===== config.mk =====
export PLATFORM = sky130hd
export DESIGN_NAME = i2c_txn_engine
export DESIGN_NICKNAME = d
export VERILOG_FILES = /design/src/rtl/i2c_txn_pkg.sv /design/src/rtl/i2c_txn_timer.sv /design/src/rtl/i2c_txn_addr_unit.sv /design/src/rtl/i2c_txn_engine.sv
export SDC_FILE = /design/constraint.sdc
export NUM_CORES = 1
export LEC_CHECK = 0
export BUFFER_PORTS_ARGS = -buffer_cell sky130_fd_sc_hd__clkbuf_2
export CAP_MARGIN = 20
export CORE_MARGIN = 4
export CORE_UTILIZATION = 35
export DETAILED_ROUTE_END_ITERATION = 6
export GPL_TIMING_DRIVEN = 0
export HOLD_SLACK_MARGIN = 0.02
export SLEW_MARGIN = 20
export SYNTH_ARGS = -nofsm -noshare
export SYNTH_HDL_FRONTEND = slang
export SYNTH_SLANG_ARGS = --single-unit

===== constraint.sdc =====
create_clock -name clk -period 2.5 [get_ports clk]
set_clock_uncertainty 0.05 [all_clocks]
set_input_delay 0.375 -clock clk [delete_from_list [all_inputs] [get_ports clk]]
set_output_delay 0.375 -clock clk [all_outputs]
set_load 0.01 [all_outputs]

===== src/rtl/i2c_txn_pkg.sv =====
`timescale 1ns/1ps
package i2c_txn_pkg;

    typedef enum logic [1:0] {
        BOP_START = 2'd0,
        BOP_TX    = 2'd1,
        BOP_RX    = 2'd2,
        BOP_STOP  = 2'd3
    } bop_e;

    typedef enum logic [2:0] {
        RC_OK      = 3'd0,
        RC_BADREQ  = 3'd1,
        RC_NACK    = 3'd2,
        RC_ARB     = 3'd3,
        RC_TIMEOUT = 3'd4
    } rc_e;

    typedef enum logic [2:0] {
        S_IDLE,
        S_IDLE_WAIT,
        S_ISSUE,
        S_WAIT,
        S_RXOUT,
        S_STOP,
        S_STOPWAIT,
        S_DONE
    } eng_state_e;

    typedef enum logic [2:0] {
        PH_CHIP,
        PH_ADDR,
        PH_RESTART,
        PH_WDATA,
        PH_RDATA
    } eng_phase_e;

    // Target frame: address in the upper seven bits, direction in bit 0.
    function automatic logic [7:0] frame_byte(input logic [6:0] chip, input logic rnw);
        return {chip, rnw};
    endfunction

endpackage


===== src/rtl/i2c_txn_timer.sv =====
`timescale 1ns/1ps
module i2c_txn_timer #(
    parameter int LIMIT = 1000,
    localparam int CW = $clog2(LIMIT + 1)
) (
    input  logic clk,
    input  logic rst,
    input  logic clr,
    input  logic en,
    output logic expired
);
    logic [CW-1:0] cnt;

    assign expired = (cnt == CW'(LIMIT));

    always_ff @(posedge clk) begin
        if (rst || clr) begin
            cnt <= '0;
        end else if (en && !expired) begin
            cnt <= cnt + CW'(1);
        end
    end

    // Once the limit is reached it stays reached until cleared.
    p_expire_hold_r10: assert property (@(posedge clk) disable iff (rst)
        (expired && !clr && !rst) |=> expired);

endmodule


===== src/rtl/i2c_txn_addr_unit.sv =====
`timescale 1ns/1ps
module i2c_txn_addr_unit #(
    parameter int         ADDR_BYTES = 4,
    parameter logic [6:0] OVF_MASK   = 7'h00,
    localparam int ADDR_W = 8 * ADDR_BYTES,
    localparam int ALEN_W = $clog2(ADDR_BYTES + 2)
) (
    input  logic [6:0]        chip,
    input  logic [ADDR_W-1:0] addr,
    input  logic [ALEN_W-1:0] alen,
    input  logic [ALEN_W-1:0] sel,
    output logic [6:0]        chip_eff,
    output logic [7:0]        sel_byte
);
    logic [7:0] lanes [ADDR_BYTES];
    logic [6:0] above;

    for (genvar g = 0; g < ADDR_BYTES; g++) begin : g_lane
        assign lanes[g] = addr[8*g +: 8];
    end

    // Byte lane picked by the remaining-count index (MSB lane goes first).
    always_comb begin
        sel_byte = 8'h00;
        for (int i = 0; i < ADDR_BYTES; i++) begin
            if (sel == ALEN_W'(i)) sel_byte = lanes[i];
        end
    end

    // Bits just above the transmitted lanes, for paged devices.
    always_comb begin
        above = 7'h00;
        for (int i = 1; i < ADDR_BYTES; i++) begin
            if (alen == ALEN_W'(i)) above = addr[8*i +: 7];
        end
    end

    assign chip_eff = (alen != '0) ? (chip | (above & OVF_MASK)) : chip;

endmodule


===== src/rtl/i2c_txn_engine.sv =====
`timescale 1ns/1ps
module i2c_txn_engine
    import i2c_txn_pkg::*;
#(
    parameter int         ADDR_BYTES   = 4,
    parameter int         LEN_W        = 16,
    parameter int         IDLE_TIMEOUT = 100_000_000,
    parameter int         BYTE_TIMEOUT = 100_000_000,
    parameter logic [6:0] OVF_MASK     = 7'h00,
    localparam int ADDR_W = 8 * ADDR_BYTES,
    localparam int ALEN_W = $clog2(ADDR_BYTES + 2)
) (
    input  logic              clk,
    input  logic              rst,
    input  logic              cmd_valid,
    output logic              cmd_ready,
    input  logic              cmd_read,
    input  logic [6:0]        cmd_chip,
    input  logic [ADDR_W-1:0] cmd_addr,
    input  logic [ALEN_W-1:0] cmd_alen,
    input  logic [LEN_W-1:0]  cmd_len,
    input  logic              wr_valid,
    output logic              wr_ready,
    input  logic [7:0]        wr_data,
    output logic              rd_valid,
    input  logic              rd_ready,
    output logic [7:0]        rd_data,
    output logic              res_valid,
    output logic [2:0]        res_code,
    output logic              bm_req,
    output logic [1:0]        bm_op,
    output logic [7:0]        bm_byte,
    output logic              bm_ack_en,
    input  logic              bm_done,
    input  logic              bm_nack,
    input  logic              bm_arb_lost,
    input  logic [7:0]        bm_rxbyte,
    input  logic              bm_busy
);
    eng_state_e        state;
    eng_phase_e        phase;
    rc_e               code_r;
    logic              is_read;
    logic [6:0]        chip_r;
    logic [ADDR_W-1:0] addr_r;
    logic [ALEN_W-1:0] alen_r;
    logic [ALEN_W-1:0] addr_left;
    logic [LEN_W-1:0]  data_left;
    logic [7:0]        rd_data_r;

    logic [6:0]        chip_eff;
    logic [7:0]        lane_byte;
    logic              idle_exp;
    logic              byte_exp;
    logic              cmd_bad;

    bop_e              issue_op;
    logic [7:0]        issue_byte;
    logic              issue_ack;

    // ---------------- address and target folding ----------------
    i2c_txn_addr_unit #(
        .ADDR_BYTES (ADDR_BYTES),
        .OVF_MASK   (OVF_MASK)
    ) u_addr (
        .chip     (chip_r),
        .addr     (addr_r),
        .alen     (alen_r),
        .sel      (addr_left - ALEN_W'(1)),
        .chip_eff (chip_eff),
        .sel_byte (lane_byte)
    );

    // ---------------- timers ----------------
    i2c_txn_timer #(.LIMIT(IDLE_TIMEOUT)) u_idle_tmr (
        .clk     (clk),
        .rst     (rst),
        .clr     (state != S_IDLE_WAIT),
        .en      (state == S_IDLE_WAIT),
        .expired (idle_exp)
    );

    i2c_txn_timer #(.LIMIT(BYTE_TIMEOUT)) u_byte_tmr (
        .clk     (clk),
        .rst     (rst),
        .clr     (!(state == S_WAIT || state == S_STOPWAIT)),
        .en      (state == S_WAIT || state == S_STOPWAIT),
        .expired (byte_exp)
    );

    // ---------------- handshake outputs ----------------
    assign cmd_ready = (state == S_IDLE);
    assign res_valid = (state == S_DONE);
    assign res_code  = code_r;
    assign rd_valid  = (state == S_RXOUT);
    assign rd_data   = rd_data_r;
    assign wr_ready  = (state == S_ISSUE) && (phase == PH_WDATA) && wr_valid;
    assign cmd_bad   = (cmd_len == '0) || (int'(cmd_alen) > ADDR_BYTES);

    // ---------------- operation selection ----------------
    always_comb begin
        issue_op   = BOP_TX;
        issue_byte = 8'h00;
        issue_ack  = 1'b0;
        case (phase)
            PH_CHIP: begin
                issue_op   = BOP_START;
                issue_byte = frame_byte(chip_eff, is_read && (alen_r == '0));
            end
            PH_ADDR:    issue_byte = lane_byte;
            PH_RESTART: begin
                issue_op   = BOP_START;
                issue_byte = frame_byte(chip_eff, 1'b1);
            end
            PH_WDATA:   issue_byte = wr_data;
            PH_RDATA: begin
                issue_op  = BOP_RX;
                issue_ack = (data_left != LEN_W'(1));
            end
            default: ;
        endcase
    end

    // ---------------- sequencer ----------------
    always_ff @(posedge clk) begin
        if (rst) begin
            state     <= S_IDLE;
            phase     <= PH_CHIP;
            code_r    <= RC_OK;
            is_read   <= 1'b0;
            chip_r    <= '0;
            addr_r    <= '0;
            alen_r    <= '0;
            addr_left <= '0;
            data_left <= '0;
            rd_data_r <= '0;
            bm_req    <= 1'b0;
            bm_op     <= BOP_START;
            bm_byte   <= '0;
            bm_ack_en <= 1'b0;
        end else begin
            bm_req <= 1'b0;
            case (state)
                S_IDLE: begin
                    if (cmd_valid) begin
                        is_read   <= cmd_read;
                        chip_r    <= cmd_chip;
                        addr_r    <= cmd_addr;
                        alen_r    <= cmd_alen;
                        data_left <= cmd_len;
                        if (cmd_bad) begin
                            code_r <= RC_BADREQ;
                            state  <= S_DONE;
                        end else begin
                            code_r <= RC_OK;
                            state  <= S_IDLE_WAIT;
                        end
                    end
                end
                S_IDLE_WAIT: begin
                    if (!bm_busy) begin
                        phase <= PH_CHIP;
                        state <= S_ISSUE;
                    end else if (idle_exp) begin
                        code_r <= RC_TIMEOUT;
                        state  <= S_DONE;
                    end
                end
                S_ISSUE: begin
                    if (!(phase == PH_WDATA && !wr_valid)) begin
                        bm_req    <= 1'b1;
                        bm_op     <= issue_op;
                        bm_byte   <= issue_byte;
                        bm_ack_en <= issue_ack;
                        state     <= S_WAIT;
                    end
                end
                S_WAIT: begin
                    if (bm_done) begin
                        if (bm_arb_lost) begin
                            code_r <= RC_ARB;
                            state  <= S_STOP;
                        end else if (bm_nack && phase != PH_RDATA) begin
                            code_r <= RC_NACK;
                            state  <= S_STOP;
                        end else begin
                            case (phase)
                                PH_CHIP: begin
                                    state <= S_ISSUE;
                                    if (alen_r != '0) begin
                                        phase     <= PH_ADDR;
                                        addr_left <= alen_r;
                                    end else begin
                                        phase <= is_read ? PH_RDATA : PH_WDATA;
                                    end
                                end
                                PH_ADDR: begin
                                    addr_left <= addr_left - ALEN_W'(1);
                                    state     <= S_ISSUE;
                                    if (addr_left == ALEN_W'(1))
                                        phase <= is_read ? PH_RESTART : PH_WDATA;
                                end
                                PH_RESTART: begin
                                    phase <= PH_RDATA;
                                    state <= S_ISSUE;
                                end
                                PH_WDATA: begin
                                    data_left <= data_left - LEN_W'(1);
                                    state <= (data_left == LEN_W'(1)) ? S_STOP : S_ISSUE;
                                end
                                PH_RDATA: begin
                                    rd_data_r <= bm_rxbyte;
                                    state     <= S_RXOUT;
                                end
                                default: state <= S_STOP;
                            endcase
                        end
                    end else if (byte_exp) begin
                        code_r <= RC_TIMEOUT;
                        state  <= S_STOP;
                    end
                end
                S_RXOUT: begin
                    if (rd_ready) begin
                        data_left <= data_left - LEN_W'(1);
                        state <= (data_left == LEN_W'(1)) ? S_STOP : S_ISSUE;
                    end
                end
                S_STOP: begin
                    bm_req    <= 1'b1;
                    bm_op     <= BOP_STOP;
                    bm_byte   <= 8'h00;
                    bm_ack_en <= 1'b0;
                    state     <= S_STOPWAIT;
                end
                S_STOPWAIT: begin
                    if (bm_done) begin
                        state <= S_DONE;
                    end else if (byte_exp) begin
                        if (code_r == RC_OK) code_r <= RC_TIMEOUT;
                        state <= S_DONE;
                    end
                end
                S_DONE:  state <= S_IDLE;
                default: state <= S_IDLE;
            endcase
        end
    end

    // ---------------- assertions ----------------
    p_idle_quiet_r1: assert property (@(posedge clk) disable iff (rst)
        cmd_ready |-> (!bm_req && !res_valid));

    p_req_pulse_r1: assert property (@(posedge clk) disable iff (rst)
        bm_req |=> !bm_req);

    p_bad_req_r2: assert property (@(posedge clk) disable iff (rst)
        (cmd_valid && cmd_ready && cmd_bad) |=> (res_valid && res_code == RC_BADREQ && !bm_req));

    p_no_start_busy_r3: assert property (@(posedge clk) disable iff (rst)
        (state == S_IDLE_WAIT && bm_busy) |=> !bm_req);

    p_rx_hold_r13: assert property (@(posedge clk) disable iff (rst)
        (rd_valid && !rd_ready) |=> (rd_valid && $stable(rd_data)));

    p_rx_no_req_r13: assert property (@(posedge clk) disable iff (rst)
        rd_valid |-> !bm_req);

    p_code_range_r14: assert property (@(posedge clk) disable iff (rst)
        res_valid |-> (res_code <= 3'd4));

endmodule


-- Yosys cells after proc, flatten, opt, wreduce, memory -nomap -nowiden
Cells that the tools add are included.
- register bits after elaboration: 145
- output and inout port bits: 27
- word-level logic and storage cells: 162
- add/sub/neg operators: 4
- magnitude comparators: 1
- equality and inequality tests: 41
- muxes and demuxes: 61
- bitwise gates (word level): 2
- reduce and logical (&&, ||, !) cells: 37
- operator list (operator ; number):
    2-to-1 mux 16 bit ; 6
    2-to-1 mux 3 bit ; 31
    adder 27 x 1 -> 27 bit, second input constant ; 2
    equality test 27 bit, second input constant ; 2
    one-hot mux 16 bit (3 select lines) ; 1
    2-to-1 mux 8 bit ; 5
    one-hot mux 8 bit (4 select lines) ; 1
    one-hot mux 3 bit (8 select lines) ; 1
    != test 2 bit, second input constant ; 10
    equality test 3 x 2 -> 1 bit, second input constant ; 6
    one-hot mux 3 bit (3 select lines) ; 2
    equality test 16 x 1 -> 1 bit, second input constant ; 1
    logical NOT 16 bit ; 1
    != test 16 x 1 -> 1 bit, second input constant ; 1
    one-hot mux 8 bit (2 select lines) ; 1
    subtractor 16 x 1 -> 16 bit, second input constant ; 1
    equality test 3 bit, second input constant ; 5
    logical NOT 3 bit ; 5
    AND reduction 7 bit ; 2
    equality test 3 x 1 -> 1 bit, second input constant ; 4
    one-hot mux 3 bit (2 select lines) ; 2
    one-hot mux 3 bit (4 select lines) ; 1
    AND reduction 6 bit ; 2
    != test 3 bit, second input constant ; 3
    23 further kinds ; 50

-- Longest topological paths before layout
Gate-level depths: netlist (run 1).
- depth after elaboration: 9
- depth in mapped cells: 8
- mapped depth without buffers: 7

-- Modules after synthesis
Synthesis (run 1) repeated with hierarchy kept, for this count alone.
- cells, all modules: 927
- area total of the unflattened synthesis: 7415.9 sq um
- modules (own cells, without submodules) (module ; instances ; cells each ; area each (sq um) ; sequential area each (sq um)):
    i2c_txn_engine ; 1 ; 570 ; 4461.8 ; 1821.7
    i2c_txn_timer ; 2 ; 160 ; 1320.0 ; 540.5
    i2c_txn_addr_unit ; 1 ; 37 ; 314.1 ; 0.0

-- Worst setup path before layout (run 1)
Ideal clock, no wire load.
- path kind: register to register
- start: reg u_byte_tmr.cnt[4]
- end: reg state[1]
- library setup time: 0.119 ns
- arrival time: 2.120 ns
- path slack: 0.212 ns
- stages on the path, launching flop included: 6
- buffers on the path: 0
- period minus slack after synthesis: 2.288 ns
- cells stage by stage: dfxtp_1 or4_4 nor4_4 a211oi_2 or4_1 o221a_1
- cells in the longest elaborated chain, start to end: 3
- elaborated cells on any way between the ends: 4
- those cells by class: eq/ne (3); reduce/logical (1)
- ends and longest elaborated chain (item ; line ; text):
    start, declared ; i2c_txn_timer.sv:12 ; logic [CW-1:0] cnt;
    start signal, assigned ; i2c_txn_timer.sv:20 ; cnt <= cnt + CW'(1);
    equality test 27 bit * ; i2c_txn_timer.sv:14 ; assign expired = (cnt == CW'(LIMIT));
    != test 3 x 2 -> 1 bit (no source line) ; n/a ;
    AND reduction 6 bit (no source line) * ; n/a ;
    end signal, assigned ; i2c_txn_engine.sv:209 ; state <= (data_left == LEN_W'(1)) ? S_STOP : S_ISSUE;
    end signal, assigned ; i2c_txn_engine.sv:226 ; state <= (data_left == LEN_W'(1)) ? S_STOP : S_ISSUE;
    end, declared ; i2c_txn_engine.sv:40 ; eng_state_e state;
Mark *: on every way between the ends. The rest lies on a longest branch, timed or not.
A chain may end at the register's enable or synchronous reset.

-- Worst setup path in the final report (run 1)
- start: reg u_byte_tmr.cnt[14]
- end: reg state[1]
Same word-level chain as after synthesis.

==> results of run 1 <==
==> power breakdown <==
| part | switching, W | total (W) | leakage [nW] | internal, W |
|---|---|---|---|---|
| logic | 0.00178 | 0.00276 | 1.94 | 0.000973 |
| registers | 0.000249 | 0.00285 | 1.18 | 0.00260 |
| clock network | 0.00108 | 0.00267 | 0.293 | 0.00159 |
==> sequential cells by signal, indices dropped and copies added (netlist names), 2 cells and up <==
name / count
addr_left: 3
addr_r: 32
alen_r: 3
bm_byte: 8
bm_op: 2
chip_r: 7
data_left: 16
phase: 3
rd_data: 8
res_code: 3
state: 3
u_byte_tmr.cnt: 27
u_idle_tmr.cnt: 27
==> worst register-to-register path: stages, from the launching register on <==
cell and delay (ns):
dfxtp_1 0.40, or4bb_1 0.55, nor4_4 0.42, a211oi_2 0.18, or4_1 0.48, o221a_1 0.21
==> logic make-up (layout without fill, tap and decap cells) <==
kind of cell	Yosys count	count (layout)	synth area share (%)
AO/OA/AOI/OAI	242	242	21.1
XOR/XNOR	27	27	3.16
adder cells (fa/ha/maj)	12	12	2.01
buffers and inverters	76	223	4.20
flip-flops	145	145	38.8
multiplexers	15	15	2.01
AND/OR/NAND/NOR	420	420	28.7
==> what timing repair did <==
item,4_1_cts,5_1_grt
pin swaps,2,2
setup buffers,4,4
endpoints found under the setup margin,29,30
resized for setup,6,12
==> path summary, 6_finish.rpt <==
kind,depth (start not counted),endpoint,from,slack (ns)
hold reg to reg,2,addr_r[7],addr_r[7],0.40
setup reg to reg,5,state[1],u_byte_tmr.cnt[14],0.10
hold / removal,3,addr_r[6],cmd_addr[6],0.11
setup / recovery,5,state[1],u_byte_tmr.cnt[14],0.10
==> through the flow <==
stage	instance area [um2]	util [%]
after floorplan	7480	-
after global placement	8370	39.8
after global routing	9090	43.2
after detailed placement	8370	39.8
after CTS	9040	43.0
final	9090	43.2
==> layout make-up <==
class	instances	area [um2]	share of cell area [%]
Inverter	25	93.8	1.03
Clock buffer	18	429	4.72
Multi-Input combinational cell	716	4310	47.4
Sequential cell	145	2900	32.0
Tap cell	275	344	3.79
Clock inverter	14	183	2.01
Timing Repair Buffer	117	606	6.66
Buffer	49	220	2.42
==> metal layers <==
layer | wire [um] | track usage, % | part of all wire (%) | vias up
li1 | - | - | - | 3704
met1 | 10700 | 25.8 | 49 | 3486
met2 | 9550 | 27.1 | 44 | 179
met3 | 1040 | 4.08 | 4.8 | 26
met4 | 369 | 5.63 | 1.7 | 0
met5 | 0 | 0 | 0 | -
==> placed cells by master (no fill, tap or decap), types with 11 or more instances in the layout <==
master / netlist / layout
a21oi_1: 95 / 95
a222oi_1: 15 / 15
and2_1: 11 / 11
and3_1: 16 / 16
clkbuf_1: 39 / 34
clkbuf_16: 0 / 17
clkbuf_2: 0 / 112
dfxtp_1: 145 / 144
ha_1: 12 / 12
inv_1: 25 / 25
mux2i_1: 15 / 15
nand2_1: 141 / 141
nand3_1: 25 / 24
nand4_1: 20 / 20
nor2_1: 82 / 82
nor3_1: 31 / 31
nor4_1: 11 / 11
o21ai_0: 44 / 44
or3_1: 15 / 15
xnor2_1: 12 / 12
xor2_1: 15 / 15
==> results_dict.tcl, run 1 <==
set metrics [dict create \
    status "finished, final reports clean" \
    fmax_mhz 417 \
    synth_common_cells "dfxtp_1 (145), nand2_1 (141), a21oi_1 (95), nor2_1 (82), o21ai_0 (44)" \
    port_buffers 109 \
    cts_tree "yes" \
    slew_headroom_pct 48.8 \
    synthCells 937 \
    cts_made_buffers 17 \
    n_antenna_cell 0 \
    grt_start_max_net_pins 17 \
    hold_viol 0 \
    cts_buffer_depth 2 \
    yosysSeqAreaShare_pct 38.8 \
    hp-class "in -> reg" \
    clk_pin_slew_worst_paths_ns 0.07 \
    setup_tns_ns 0 \
    clkSinkCount 145 \
    rsz0062_at_grt "false" \
    crit_fanout 5 \
    clockRootBuffer "clkbuf_16" \
    setup_viol 0 \
    drt-pass1-iter-count 5 \
    fp.dieW_um 154 \
    ys.flop_type "dfxtp_1" \
    worstSetupEndpointType "register" \
    power_density_nw_per_um2 912 \
    drive_gt1_share_pct 17.4 \
    design.core.area_um2 21000 \
    drt.antenna.violating_nets 0 \
    path_class "reg -> reg" \
    ys_top_cells_by_area "dfxtp_1 (39%), nand2_1 (7.1%), a21oi_1 (6.4%), nor2_1 (4.1%), o21ai_0 (2.9%)" \
    overflow 0 \
    synthesis.area_um2 7480 \
    async_flop_share_pct 0 \
    h-tree-depth 4 \
    synth-edff-count 0 \
    critPathMaxStageDelay_ns 0.55 \
    p_leak_nw 3.41 \
    hpwlAfterDp_um 15800 \
    yosysMostFrequentCell "dfxtp_1" \
    finalCritPeriodShare_pct 95.9 \
    crit_required_ns 2.77 \
    viasPerCell 5.44 \
    drc_errors 0 \
    layoutNonFillerInstCount 1359 \
    wl_per_cell_um 16.0 \
    synthesis.nets 1033 \
    antenna_found_initial 0 \
    start_util_pct 35.6 \
    cp_data_arrival_time_ns 2.67 \
    holdWs_ns 0.108 \
    finalWorstSetupSlack_ns 0.103 \
    cpLargestDelayFamily "simple AND/OR/NAND/NOR gates" \
    period_needed_ns 2.40 \
    vias 7395 \
    die_area_um2 23800 \
    ys_warn_count 0 \
    drtIter0Drc 701 \
    slowest_stage "or4bb_1" \
    area_delta_synth_final_pct 21.6 \
    wl_um 21700 \
    synth_top_area_cell "dfxtp_1" \
    finalPower_w 0.00828 \
    rows 53 \
    ys_seq_elements 145 \
    critical_path_buf_inv_count 0 \
    cap_violations 0 \
    grt_pass1_wl_um 35500 \
    gp_congestion 0.869 \
    fillers 2143 \
    path_cells "or4bb_1 -> nor4_4 -> a211oi_2 -> or4_1 -> o221a_1" \
    synth.top_cell.area_share_pct 38.8 \
    vdd_drop_max_uv 540 \
    tightest_slew_ns 0.764 \
    finalNetCount 1167 \
    avgSynthCellArea_um2 7.98 \
    grt_usage_pct 18.1 \
    drv_slew 0 \
    place_inst 1321 \
    die_y_um 154 \
    hold_buffers 0 \
    synth_cell_types 79 \
    crit_path_start_kind "register" \
    io_pins 111 \
    clock_latency_ns 0.43 \
    grt_pass1_vias 6954 \
    place_ws_ns -0.397 \
]
(Power assumes the default switching activity.)
==> run 2, diff against run 1 <==
- CAP_MARGIN: 20 -> default
- clock period: 2.5 -> 2.2 ns (I/O delays scaled with it)
==> results_dict.tcl, run 2 (synthesized netlist as in run 1, its figures left out) <==
set metrics [dict create \
    place_ws_ns -0.658 \
    crit_required_ns 2.46 \
    clockRootBuffer "clkbuf_16" \
    clock_latency_ns 0.42 \
    power_density_nw_per_um2 1020 \
    internal_power_w 0.00596 \
    drc_errors 0 \
    layoutNonFillerInstCount 1371 \
    rsz0062_at_grt "true" \
    grt_pass1_vias 6916 \
    fp.dieW_um 154 \
    drive_gt1_share_pct 23.7 \
    switching_power_w 0.00372 \
    cts_tree "yes" \
    reg_top3 "addr_r x32, u_byte_tmr.cnt x27, u_idle_tmr.cnt x27" \
    wl_um 21900 \
    finalCritPeriodShare_pct 104 \
    design.core.area_um2 21000 \
    finalWorstSetupSlack_ns -0.0864 \
    clkSinkCount 145 \
    vias 7458 \
    area_delta_synth_final_pct 26.9 \
    largest_register_ffs 32 \
    status "finished with violations" \
    io_pins 111 \
    drt-pass1-iter-count 7 \
    regMostFlops "addr_r" \
    vdd_drop_max_uv 649 \
    grt_pass1_wl_um 35200 \
    start_util_pct 35.6 \
    viasPerCell 5.44 \
    fmax_mhz 437 \
    hold_viol 0 \
    wl_per_cell_um 16.0 \
    path_cells "or4bb_4 -> nor4_4 -> a211oi_2 -> or4_1 -> o221a_1" \
    clk_pin_slew_worst_paths_ns 0.07 \
    worstSetupEndpointType "register" \
    cpLargestDelayFamily "simple AND/OR/NAND/NOR gates" \
    p_leak_nw 3.61 \
    critPathMaxStageDelay_ns 0.55 \
    cap_violations 0 \
    grt_start_max_net_pins 17 \
    die_y_um 154 \
    gp_congestion 0.908 \
    slowest_stage "or4bb_4" \
    place_inst 1321 \
    critical_path_buf_inv_count 0 \
    grt_usage_pct 17.8 \
    power.share.clock_pct 31.3 \
    cts_buffer_depth 2 \
    antenna_found_initial 0 \
    path_class "reg -> reg" \
    fillers 2087 \
    violations "negative setup slack" \
    tightest_slew_ns 0.676 \
    drv_slew 0 \
    holdWs_ns 0.0644 \
    drt.antenna.violating_nets 0 \
    rows 53 \
    hold_buffers 0 \
    h-tree-depth 4 \
    crit_fanout 7 \
    power_frac_comb_pct 34.9 \
    final_cell_mix "nand2_1 (140), dfxtp_1 (134), clkbuf_2 (119), a21oi_1 (93), nor2_1 (81)" \
    period_needed_ns 2.29 \
    slew_headroom_pct 54.5 \
    pwr-share-seq_pct 33.8 \
    hp-class "in -> reg" \
    hpwlAfterDp_um 15800 \
    setup_viol 2 \
    p_sw_share_pct 38.5 \
    drtIter0Drc 576 \
    finalPower_w 0.00968 \
    port_buffers 109 \
    finalNetCount 1179 \
    final_common_cell "nand2_1" \
    n_antenna_cell 0 \
    overflow 0 \
    die_area_um2 23800 \
    cts_made_buffers 17 \
    setup_tns_ns -0.113 \
    cp_data_arrival_time_ns 2.55 \
    crit_path_start_kind "register" \
]
-- run 2: cell types whose count changed in the layout (fill, tap and decap cells not counted), sizes merged --
cell      before  now
buf           20   37
bufinv         3    2
clkbuf       164  158
clkinv         6    3
clkinvlp       2    0
inv           28   35
-- run 2: cell type report --
class	count	area, um2	share of cell area [%]
buffer	43	229	2.41
clock buffer	17	425	4.48
clock inverter	15	191	2.02
inverter	25	93.8	0.989
multi-input combinational	716	4530	47.8
sequential	145	2920	30.8
tap	275	344	3.63
timing repair buffer	135	748	7.89
-- run 2: metal layers --
metal,global-route usage [%],share of wire (%),vias to the layer above
met4,5.42,1.5,0
met2,28.2,46,224
met3,3.35,5.2,29
li1,-,-,3721
met1,24.7,48,3484
met5,0,0,-
-- run 2: stage by stage --
| stage | instance area, um2 | util (%) |
|---|---|---|
| floorplan | 7480 | - |
| CTS | 9220 | 43.8 |
| global placement | 8370 | 39.8 |
| global route | 9490 | 45.1 |
| detailed placement | 8380 | 39.9 |
| finish | 9490 | 45.1 |
-- run 2: final timing paths --
check / slack, ns / start / depth (start not counted) / endpoint
min: 0.06 / cmd_addr[25] / 3 / addr_r[25]
max: -0.09 / u_byte_tmr.cnt[2] / 5 / state[1]
max reg2reg: -0.09 / u_byte_tmr.cnt[2] / 5 / state[1]
min reg2reg: 0.41 / addr_r[24] / 2 / addr_r[24]
-- run 2: power by group through the flow --
stage / combinational [W] / sequential [W] / clock (W)
global route: 0.00373 / 0.00331 / 0.00320
floorplan: 0.00218 / 0.00320 / 0
finish: 0.00338 / 0.00327 / 0.00303
CTS: 0.00317 / 0.00324 / 0.00309
global placement: 0.00304 / 0.00325 / 0
detailed placement: 0.00308 / 0.00325 / 0
-- run 2: worst min-delay path, cell delays in order --
cell and delay (ns):
clkbuf_2 0.08, nand2_1 0.04, a21oi_1 0.05
-- run 2: what timing repair did --
action / CTS / global route
cloned: 0 / 0
pin swaps: 12 / 11
resized for setup: 40 / 61
buffers inserted: 15 / 11
endpoints found under the setup margin: 63 / 97
==> run 3, diff against run 2 <==
- CTS_BUF_LIST: default -> sky130_fd_sc_hd__clkbuf_8
- PLACE_DENSITY_LB_ADDON: default -> 0.05
==> results_dict.tcl, run 3 (synthesized netlist as in run 1, its figures left out) <==
set metrics [dict create \
    status "finished with violations" \
    violations "negative setup slack" \
    p_sw_share_pct 40.1 \
    vias 7460 \
    grt_usage_pct 19.2 \
    antenna_found_initial 0 \
    drc_errors 0 \
    fp.dieW_um 154 \
    fmax_mhz 434 \
    setup_tns_ns -0.147 \
    crit_path_start_kind "register" \
    power.share.clock_pct 25.3 \
    area_delta_synth_final_pct 25.8 \
    drt.antenna.violating_nets 0 \
    hold_start "cmd_addr[2]" \
    grt_start_max_net_pins 17 \
    wl_um 23500 \
    die_area_um2 23800 \
    internal_power_w 0.00542 \
    critical_path_buf_inv_count 0 \
    reg2regPathDepth 5 \
    r2r-start "u_byte_tmr.cnt[15]" \
    power_density_nw_per_um2 963 \
    finalWorstSetupSlack_ns -0.102 \
    h-tree-depth 4 \
    design.core.area_um2 21000 \
    path_class "reg -> reg" \
    period_needed_ns 2.30 \
    cts_made_buffers 17 \
    rows 53 \
    hp-class "in -> reg" \
    path_cells "or4bb_1 -> nor4_4 -> a211oi_2 -> or4_1 -> o221a_1" \
    rrSetupSlack_ns -0.10 \
    hpwlAfterDp_um 16700 \
    cpLargestDelayFamily "simple AND/OR/NAND/NOR gates" \
    fillers 2145 \
    final_cell_mix "nand2_1 (139), dfxtp_1 (130), clkbuf_2 (120), a21oi_1 (94), nor2_1 (81)" \
    tightest_slew_ns 0.737 \
    clock_latency_ns 0.45 \
    largest_register_ffs 32 \
    n_antenna_cell 0 \
    reg_top3 "addr_r x32, u_byte_tmr.cnt x27, u_idle_tmr.cnt x27" \
    finalNetCount 1185 \
    clk_pin_slew_worst_paths_ns 0.09 \
    setup_viol 3 \
    switching_power_w 0.00363 \
    drt-pass1-iter-count 7 \
    regMostFlops "addr_r" \
    cts_buffer_depth 2 \
    finalCritPeriodShare_pct 105 \
    pwr-share-seq_pct 36.1 \
    critical_path_depth 5 \
    vdd_drop_max_uv 382 \
    port_buffers 109 \
    hold_end "addr_r[2]" \
    final_common_cell "nand2_1" \
    slowest_stage "or4_1" \
    die_y_um 154 \
    power_frac_comb_pct 38.6 \
    grt_pass1_vias 7025 \
    utilization_pct 44.8 \
    place_area_um2 8380 \
    hold_viol 0 \
    start_util_pct 35.6 \
    rsz0062_at_grt "true" \
    worstSetupEndpointType "register" \
    drv_slew 0 \
    p_leak_nw 3.56 \
    grt_pass1_wl_um 37300 \
    design_area_um2 9410 \
    gp_congestion 0.868 \
    clockRootBuffer "clkbuf_8" \
    cap_violations 0 \
    reg2reg_to "state[1]" \
    crit_fanout 5 \
    io_pins 111 \
    slew_headroom_pct 50.4 \
    cp_data_arrival_time_ns 2.58 \
    drtIter0Drc 506 \
    critPathMaxStageDelay_ns 0.49 \
    overflow 0 \
    cts_tree "yes" \
    wl_per_cell_um 17.0 \
    drive_gt1_share_pct 24.0 \
    holdPathStages 3 \
    clkSinkCount 145 \
    viasPerCell 5.42 \
    crit_required_ns 2.48 \
]
==> run 3: changes by cell type in the layout (fill, tap and decap cells not counted), sizes merged <==
cell	delta
a21o	+1
buf	-5
bufinv	+1
clkinvlp	+3
dlygate4sd3	+10
inv	-4
==> run 3: per-layer routing <==
layer	track usage [%]	vias up	routed length, um
li1	-	3729	-
met1	27.8	3540	11700
met2	29.2	180	10500
met3	4.56	11	1180
met4	3.62	0	166
met5	0	-	0
==> run 3: power groups by stage <==
stage / sequential [W] / clock (W) / combinational [W]
3_5_place_dp: 0.00326 / 0 / 0.00313
3_3_place_gp: 0.00326 / 0 / 0.00314
5_1_grt: 0.00332 / 0.00246 / 0.00387
6_report: 0.00327 / 0.00229 / 0.00350
2_1_floorplan: 0.00320 / 0 / 0.00218
4_1_cts: 0.00326 / 0.00236 / 0.00330
==> run 3: layout make-up <==
class	instances	area [um2]	share of cell area [%]
clock buffers	17	234	2.49
well taps	275	344	3.66
multi-input cells	717	4550	48.4
flip-flops and latches	145	2930	31.1
repair buffers	142	840	8.92
inverters	25	93.8	0.997
clock inverters	15	183	1.94
plain buffers	41	233	2.47
==> run 3: worst reg2reg max path, stage by stage, from the launching register on <==
cell      delay (ns)
dfxtp_1         0.45
or4bb_1         0.48
nor4_4          0.37
a211oi_2        0.14
or4_1           0.49
o221a_1         0.21
==> run 3: per-stage QoR <==
stage                     hold slack [ns]  setup WS [ns]  power (W)  cells
after global placement              0.392         -0.753    0.00640   1321
after detailed placement            0.398         -0.782    0.00639   1321
after global routing               0.0211         -0.168    0.00965   1377
after floorplan                     0.386        -0.0723    0.00538    937
after CTS                          0.0203        -0.0992    0.00891   1367
final                              0.0469         -0.102    0.00906   1377
==> run 3: worst max-delay path by stage <==
stage	start	endpoint	slack (ns)
detailed placement	state[1]	bm_byte[3]	-0.78
global placement	state[1]	bm_byte[3]	-0.75
global route	u_byte_tmr.cnt[15]	state[1]	-0.17
CTS	u_byte_tmr.cnt[4]	state[1]	-0.1
floorplan	u_byte_tmr.cnt[9]	state[1]	-0.07
finish	u_byte_tmr.cnt[15]	state[1]	-0.10
==> run 3: repair_timing <==
item	CTS	global route
resized for setup	55	51
cloned	0	2
hold buffers	6	4
endpoints found under the setup margin	106	101
pin swaps	12	15
setup buffers	14	9
hold endpoints to repair	6	4
